**config.mk**
```make
export PLATFORM = sky130hd
export DESIGN_NAME = seg_frame_loader
export DESIGN_NICKNAME = d
export VERILOG_FILES = /design/src/rtl/frame_loader_pkg.sv /design/src/rtl/fl_bit_sync.sv /design/src/rtl/fl_edge_detect.sv /design/src/rtl/fl_shift_reg.sv /design/src/rtl/fl_select_decode.sv /design/src/rtl/fl_latch_bank.sv /design/src/rtl/seg_frame_loader.sv
export SDC_FILE = /design/constraint.sdc
export NUM_CORES = 1
export LEC_CHECK = 0
export CAP_MARGIN = 20
export CORE_MARGIN = 8
export CORE_UTILIZATION = 47
export DETAILED_ROUTE_END_ITERATION = 8
export GPL_TIMING_DRIVEN = 0
export PLACE_DENSITY = 0.74
export SLEW_MARGIN = 25
export SYNTH_ARGS = -nofsm -noshare
export SYNTH_HDL_FRONTEND = slang
export SYNTH_HIERARCHICAL = 1
export SYNTH_SLANG_ARGS = --single-unit
export TNS_END_PERCENT = 100
```
**constraint.sdc**
```tcl
create_clock -name clk -period 1.81 [get_ports clk]
set_clock_uncertainty 0.2 [all_clocks]
set_input_delay 0.362 -clock clk [delete_from_list [all_inputs] [get_ports clk]]
set_output_delay 0.362 -clock clk [all_outputs]
set_load 0.03 [all_outputs]
```
**src/rtl/frame_loader_pkg.sv**
```systemverilog
// Package: shared geometry of the serial display frame.
// Assumes: the select field occupies the lowest register bits, the filler
// field sits above it and the segment field sits on top.
package frame_loader_pkg;

    localparam int unsigned SEG_BITS_DEF   = 49;
    localparam int unsigned FILL_BITS_DEF  = 3;
    localparam int unsigned NUM_COM_DEF    = 4;
    localparam int unsigned SYNC_STAGES_DEF = 2;

    // Total frame length for a given geometry.
    function automatic int unsigned frame_len(input int unsigned seg_bits,
                                              input int unsigned fill_bits,
                                              input int unsigned num_com);
        return seg_bits + fill_bits + num_com;
    endfunction

    // Lowest register bit that holds segment bit D1.
    function automatic int unsigned seg_base(input int unsigned fill_bits,
                                             input int unsigned num_com);
        return fill_bits + num_com;
    endfunction

endpackage

```
**src/rtl/fl_bit_sync.sv**
```systemverilog
// Module: fl_bit_sync
// Brings one asynchronous level into the clk domain through a chain of
// flip-flops. Assumes: the input stays stable for longer than STAGES clocks
// around each change.
module fl_bit_sync #(
    parameter int unsigned STAGES = 2
) (
    input  logic clk,
    input  logic rst_n,
    input  logic async_i,
    output logic sync_o
);

    logic [STAGES-1:0] chain_q;

    // Shift the raw level through the synchroniser chain.
    always_ff @(posedge clk) begin
        if (!rst_n) begin
            chain_q <= '0;
        end else begin
            chain_q <= {chain_q[STAGES-2:0], async_i};
        end
    end

    assign sync_o = chain_q[STAGES-1];

endmodule

```
**src/rtl/fl_edge_detect.sv**
```systemverilog
// Module: fl_edge_detect
// Synchronises an asynchronous strobe and gives a one-cycle pulse on each
// rising edge. Assumes: the strobe stays high and low for several clk cycles.
module fl_edge_detect #(
    parameter int unsigned STAGES = 2
) (
    input  logic clk,
    input  logic rst_n,
    input  logic async_i,
    output logic rise_o
);

    logic level_s;
    logic level_d;

    fl_bit_sync #(.STAGES(STAGES)) sync_i (
        .clk     (clk),
        .rst_n   (rst_n),
        .async_i (async_i),
        .sync_o  (level_s)
    );

    // Keep the previous synchronised level for edge comparison.
    always_ff @(posedge clk) begin
        if (!rst_n) begin
            level_d <= 1'b0;
        end else begin
            level_d <= level_s;
        end
    end

    assign rise_o = level_s & ~level_d;

endmodule

```
**src/rtl/fl_shift_reg.sv**
```systemverilog
// Module: fl_shift_reg
// Frame shift register. On each shift pulse the new bit enters bit 0 and
// older bits move up, so the last bit sent ends in bit 0.
// Assumes: shift_i is a single-cycle pulse aligned with the synchronised data.
module fl_shift_reg #(
    parameter int unsigned WIDTH = 56
) (
    input  logic             clk,
    input  logic             rst_n,
    input  logic             shift_i,
    input  logic             bit_i,
    output logic [WIDTH-1:0] frame_o
);

    logic [WIDTH-1:0] frame_q;

    // Move the frame up one place and insert the new bit at the bottom.
    always_ff @(posedge clk) begin
        if (!rst_n) begin
            frame_q <= '0;
        end else if (shift_i) begin
            frame_q <= {frame_q[WIDTH-2:0], bit_i};
        end
    end

    assign frame_o = frame_q;

endmodule

```
**src/rtl/fl_select_decode.sv**
```systemverilog
// Module: fl_select_decode
// Splits the frame register into the select flags and the segment field.
// The first common's flag is the highest bit of the select field, because it
// is shifted in first. The filler bits are deliberately not decoded.
// Assumes: the register layout from frame_loader_pkg.
module fl_select_decode
    import frame_loader_pkg::*;
#(
    parameter int unsigned SEG_BITS  = SEG_BITS_DEF,
    parameter int unsigned FILL_BITS = FILL_BITS_DEF,
    parameter int unsigned NUM_COM   = NUM_COM_DEF,
    localparam int unsigned FRAME_BITS = SEG_BITS + FILL_BITS + NUM_COM,
    localparam int unsigned SEG_LSB    = FILL_BITS + NUM_COM
) (
    input  logic [FRAME_BITS-1:0] frame_i,
    output logic [NUM_COM-1:0]    sel_o,
    output logic [SEG_BITS-1:0]   seg_o
);

    // Reverse the select field so that index k means common k+1.
    for (genvar k = 0; k < NUM_COM; k++) begin : g_sel
        assign sel_o[k] = frame_i[NUM_COM-1-k];
    end

    assign seg_o = frame_i[SEG_LSB +: SEG_BITS];

endmodule

```
**src/rtl/fl_latch_bank.sv**
```systemverilog
// Module: fl_latch_bank
// One display latch per common. On a write pulse, every latch whose select
// flag is set takes the segment field. The others keep their contents.
// Assumes: write_i is a single-cycle pulse.
module fl_latch_bank #(
    parameter int unsigned SEG_BITS = 49,
    parameter int unsigned NUM_COM  = 4
) (
    input  logic                               clk,
    input  logic                               rst_n,
    input  logic                               write_i,
    input  logic [NUM_COM-1:0]                 sel_i,
    input  logic [SEG_BITS-1:0]                seg_i,
    output logic [NUM_COM-1:0][SEG_BITS-1:0]   lat_o
);

    for (genvar k = 0; k < NUM_COM; k++) begin : g_lat
        logic [SEG_BITS-1:0] lat_q;

        // Write this common's latch when it is selected at a load edge.
        always_ff @(posedge clk) begin
            if (!rst_n) begin
                lat_q <= '0;
            end else if (write_i && sel_i[k]) begin
                lat_q <= seg_i;
            end
        end

        assign lat_o[k] = lat_q;
    end

endmodule

```
**src/rtl/seg_frame_loader.sv**
```systemverilog
// Module: seg_frame_loader (top)
// Receives serial display frames and writes their segment data into the
// selected per-common latches on the rising edge of the load strobe.
// Assumes: the host keeps each data bit stable for several clk cycles around
// the shift edge, and does not shift and load in the same few clk cycles.
module seg_frame_loader
    import frame_loader_pkg::*;
#(
    parameter int unsigned SEG_BITS    = SEG_BITS_DEF,
    parameter int unsigned FILL_BITS   = FILL_BITS_DEF,
    parameter int unsigned NUM_COM     = NUM_COM_DEF,
    parameter int unsigned SYNC_STAGES = SYNC_STAGES_DEF,
    localparam int unsigned FRAME_BITS = SEG_BITS + FILL_BITS + NUM_COM
) (
    input  logic                             clk,
    input  logic                             rst_n,
    input  logic                             ser_data_i,
    input  logic                             ser_clk_i,
    input  logic                             load_i,
    output logic [NUM_COM-1:0][SEG_BITS-1:0] com_latch_o
);

    logic                  data_s;
    logic                  shift_rise;
    logic                  load_rise;
    logic [FRAME_BITS-1:0] frame_vec;
    logic [NUM_COM-1:0]    sel_vec;
    logic [SEG_BITS-1:0]   seg_vec;

    // The data line takes the same latency as the shift clock, so both stay aligned.
    fl_bit_sync #(.STAGES(SYNC_STAGES)) data_sync_i (
        .clk     (clk),
        .rst_n   (rst_n),
        .async_i (ser_data_i),
        .sync_o  (data_s)
    );

    fl_edge_detect #(.STAGES(SYNC_STAGES)) sclk_edge_i (
        .clk     (clk),
        .rst_n   (rst_n),
        .async_i (ser_clk_i),
        .rise_o  (shift_rise)
    );

    fl_edge_detect #(.STAGES(SYNC_STAGES)) load_edge_i (
        .clk     (clk),
        .rst_n   (rst_n),
        .async_i (load_i),
        .rise_o  (load_rise)
    );

    fl_shift_reg #(.WIDTH(FRAME_BITS)) shreg_i (
        .clk     (clk),
        .rst_n   (rst_n),
        .shift_i (shift_rise),
        .bit_i   (data_s),
        .frame_o (frame_vec)
    );

    fl_select_decode #(
        .SEG_BITS  (SEG_BITS),
        .FILL_BITS (FILL_BITS),
        .NUM_COM   (NUM_COM)
    ) dec_i (
        .frame_i (frame_vec),
        .sel_o   (sel_vec),
        .seg_o   (seg_vec)
    );

    fl_latch_bank #(
        .SEG_BITS (SEG_BITS),
        .NUM_COM  (NUM_COM)
    ) bank_i (
        .clk     (clk),
        .rst_n   (rst_n),
        .write_i (load_rise),
        .sel_i   (sel_vec),
        .seg_i   (seg_vec),
        .lat_o   (com_latch_o)
    );

endmodule

```
Word-level counts from Yosys, hierarchy flattened --
Cells that the tools add are included.
Operators by class: reduce and logical (&&, ||, !) cells 4, bitwise logic cells 4
Operator list (count):
- 1-bit logical AND | 4
- 1-bit AND | 2
- 1-bit inverter | 2
Storage, ports and cells: logic and storage cells 18, input port bits 5, output and inout port bits 196, flip-flop bits (word level) 260

Depth between registers and ports, before layout --
word-level depth 3, depth in mapped cells 5, gate-level depth less buffers 3

Modules after synthesis --
The synthesis kept the hierarchy.
Modules (own cells, without submodules):
- fl_latch_bank | cells an instance 688, area an instance 7065.5 µm², seq. area each 3923.8 µm², times used 1
- fl_shift_reg | cells an instance 180, area an instance 2134.5 µm², seq. area each 1121.1 µm², times used 1
- fl_select_decode | cells an instance 53, area an instance 397.9 µm², seq. area each 0.0 µm², times used 1
- fl_bit_sync | cells an instance 4, area an instance 52.6 µm², seq. area each 40.0 µm², times used 3
- fl_edge_detect | cells an instance 3, area an instance 40.0 µm², seq. area each 20.0 µm², times used 2

Least setup slack after synthesis --
No wires, ideal clock.
path kind flip-flop to flip-flop, start point register shreg_i.frame_q[3], in the netlist shreg_i/frame_o[3], end point register bank_i.g_lat[0].lat_q[34], library setup time 0.072 ns, required time 1.538 ns, data arrival time 1.081 ns, slack 0.458 ns, stages on the path, launching flop included 6, clock period less this slack 1.352 ns, buffers on the path 3, cell sequence dfxtp_1 -> buf_4 -> nand2_1 -> buf_4 -> buf_4 -> mux2i_1
Between the ends: cells in the longest elaborated chain, start to end 1
Ends and longest elaborated chain:
- start: declaration | RTL line fl_shift_reg.sv:15 | logic [WIDTH-1:0] frame_q;
- start signal: assignment | RTL line fl_shift_reg.sv:22 | frame_q <= {frame_q[WIDTH-2:0], bit_i};
- 1-bit logical AND | RTL line fl_latch_bank.sv:24 | end else if (write_i && sel_i[k]) begin
- end signal: assignment | RTL line fl_latch_bank.sv:25 | lat_q <= seg_i;
- end: declaration | RTL line fl_latch_bank.sv:18 | logic [SEG_BITS-1:0] lat_q;
Every way passes these cells. A chain may end at the register's enable or synchronous reset.

Worst setup path after layout --
start point register bank_i.g_lat[0].lat_q[2], end point output com_latch_o[2] (netlist bit)
RTL lines:
- end: declaration | RTL line seg_frame_loader.sv:20 | output logic [NUM_COM-1:0][SEG_BITS-1:0] com_latch_o
No word-level cell between the ends.

==> key figures <==
Global routing
  – GRT Residual Overflow: 0
  – Tot GR Track Use: between 10% and 20%
  – Vias in the first global route: 7278
  – Initial antenna violation count: 1
  – Largest net degree at the start of global routing: 15
  – First-pass GRT wire length: 39.5 mm

Drt
  – ANT nets after route: 0
  – DR DRC count: 0
  – Total vias in the final route: 6983
  – Vias per std cell: approximately 4.8
  – Initial drt markers: ~200
  – Post-DR wirelength/cell: approximately 17 µm
  – Pre-antenna DRT Iters: 4
  – Routed Wire Length: around 24 mm

Critical path
  – Crit Path Max Fanout: 2
  – R2r setup slk: 0.12 ns
  – Crit-path cells: clkdlybuf4s15_2
  – Worst reg2reg startpoint: shreg_i/frame_o[3]$_SDFFE_PN0P_
  – CP Launch Type: register
  – Crit path required time: approximately 1.3 ns
  – Crit. End Element: output pin
  – Crit Path Category: reg2out
  – Slowest cell on crit path: dfxtp_1
  – R2r worst-path depth: 5
  – CP arrival: between 1 and 1.5 ns
  – Top delay family on crit path: flip-flops
  – Worst path max stage delay: 0.35 ns
  – R2R Path End: bank_i/g_lat[0].lat_q[38]$_SDFFE_PN0P_
  – WP buf/inv: 1

Placement
  – Place WS: -0.763 ns
  – Gpl congestion: 0.735
  – I/O Buffers: 200
  – Inst Count DP: 1414
  – Final HPWL DP: 17.0 mm

Floorplan
  – FP Rows: 53
  – Die area: 25800 µm²
  – Die H: between 150 and 200 µm
  – Initial core utilization: 47.4%
  – Num ports: around 200
  – Core area: 20800 µm²
  – Die span in x: 161 µm

Logic synthesis
  – Compound-gate portion of the synthesized area: 0%
  – XOR/XNOR Fraction of Synth Area: 0%
  – Syn Nets: 944
  – Synthesized-area fraction occupied by adder cells: 0%
  – Largest family of logic cells by synthesized area: multiplexers
  – Netlist cell types: 11
  – Mux share of post-synthesis cell area: approximately 26%
  – Post-synth design cell area: between 9000 and 10000 µm²
  – Yosys warnings: 6
  – Avg Synthesized Cell Area: about 10 µm²
  – Flops & latches, synth: 260
  – Synthesized instance count: 939
  – Post-synthesis sequential area ratio: 52.9%
  – Simple-gate share of the synthesized area: 13.9%

STA
  – Setup violators final: 0
  – Maximum clock frequency: 567 MHz
  – Hold Violations, Final: 0
  – RSZ-0062 raised after global routing: no
  – Final min period: 1.76 ns
  – Slew @ Worst Pin: 0.575 ns
  – Setup TNS: 0 ns
  – Final period util: 97.4%
  – Final Slew Violations: 0
  – Worst setup margin: 0.0478 ns
  – Slew HR: between 60% and 70%

Finish
  – Nets: 1173
  – Synth-to-Final Area Change: 33.4%
  – Final std cells w/o fill: 1465
  – Layout cells sized above 1: about 29%

CTS
  – H-Tree Level Count: 1
  – CTS tree: yes
  – Num CTS Buffers: 27
  – CTS Root Cell: clkbuf_16
  – CTS clk-pin slew, worst paths: 0.06 ns
  – CTS Sinks: between 200 and 300
  – Clk buf depth: 3
  – Latest clock arrival within the worst-skew pair: 0.53 ns

Run
  – Maximum capacitance violations: 0

Hold path
  – Hold path startpoint: load_i
  – Worst hold path stage count: 2
  – Hold endpoint: load_edge_i/sync_i/chain_q[0]$_SDFF_PN0_
  – Worst Hold Class: in2reg

Power
  – PwrDens: 910 nW/µm²
  – Maximum vdd drop: 0.639 mV
  – LEAKAGE: around 0.0061 µW

Run status
  – Status: finished clean
-- flip-flops by register name, indices dropped and copies added, names as in the netlist --
register                    cells
bank_i/g_lat.lat_q            196
shreg_i/frame_o                56
data_sync_i/chain_q             2
load_edge_i/sync_i/chain_q      2
sclk_edge_i/sync_i/chain_q      2
load_edge_i/level_d             1
sclk_edge_i/level_d             1
-- area by class of cell --
class	instances	area, µm²
multi-input cells	567	3880
repair buffers	200	1960
clock inverters	13	200
well taps	275	344
clock buffers	37	773
diodes	1	2.50
fillers	1761	7630
plain buffers	112	752
flip-flops and latches	260	5200
-- logic make-up (layout without fill, tap and decap cells) --
| group | count (synthesis) | in the layout |
|---|---|---|
| AND/OR/NAND/NOR | 315 | 315 |
| flip-flops | 260 | 260 |
| multiplexers | 252 | 252 |
| buffers and inverters | 112 | 362 |
| other | 0 | 1 |
-- metrics by stage --
stage / cell area, µm² / total power, µW / util, % / hold WS, ns
3_3_place_gp: 12200 / 6100 / 58.7 / 0.214
4_1_cts: 13400 / 12100 / 64.3 / 0.169
5_1_grt: 13100 / 12300 / 63.2 / 0.175
3_5_place_dp: 12200 / 6100 / 58.7 / 0.221
2_1_floorplan: 9840 / 6020 / - / 0.212
6_report: 13100 / 11900 / 63.2 / 0.192
-- worst max-delay path by stage --
stage	start	to	slack [ns]	cells after the start
2_1_floorplan	shreg_i/frame_o[3]$_SDFFE_PN0P_	bank_i/g_lat[0].lat_q[34]$_SDFFE_PN0P_	0.46	5
3_3_place_gp	rst_n	bank_i/g_lat[1].lat_q[12]$_SDFFE_PN0P_	-0.75	6
3_5_place_dp	rst_n	bank_i/g_lat[1].lat_q[5]$_SDFFE_PN0P_	-0.76	6
4_1_cts	bank_i/g_lat[1].lat_q[26]$_SDFFE_PN0P_	com_latch_o[75]	0.0001	1
5_1_grt	bank_i/g_lat[3].lat_q[13]$_SDFFE_PN0P_	com_latch_o[160]	0.0003	1
6_report	bank_i/g_lat[0].lat_q[2]$_SDFFE_PN0P_	com_latch_o[2]	0.05	1
-- per-layer routing --
layer	vias up	track usage (%)	share of wire [%]
li1	3483	-	-
met4	0	5.06	1.7
met2	161	31.2	48
met3	32	5.30	6.6
met1	3307	22.5	44
met5	-	0	0
-- placed cells by master, fill, tap and decap left out, types with 2 or more instances in the layout --
master,netlist,routed
dfxtp_1,260,260
mux2i_1,252,252
nand2_1,249,249
clkdlybuf4s15_2,0,149
buf_4,62,64
nor2b_1,56,56
clkbuf_2,0,41
buf_2,32,35
clkbuf_16,0,27
clkbuf_1,13,16
and2_1,8,8
clkbuf_8,0,6
clkinv_2,0,6
bufinv_16,0,5
buf_8,4,4
clkdlybuf4s50_1,0,3
nor2b_4,2,2
clkdlybuf4s18_2,0,2
-- cells in the mapped netlist --
cell type	instances	area, µm²
dfxtp_1	260	5200
mux2i_1	252	2520
nand2_1	249	935
buf_4	62	465
nor2b_1	56	350
buf_2	32	160
clkbuf_1	13	48.8
and2_1	8	50.1
buf_8	4	60.1
nor2b_4	2	27.5
buf_6	1	11.3
-- power by group --
group	internal, µW	leakage (µW)	total (µW)	switching, µW
Clock	3710	0.000485	5980	2270
Sequential	5730	0.00209	5730	2.75
Combinational	81.4	0.00352	237	156
-- timing repair --
item,CTS,global route
buffers inserted,0,0
pin swaps,0,0
gates resized for setup,552,52
hold buffers,0,0
endpoints found under the setup margin,355,47
Note: power is estimated with default switching activity, not from simulation.
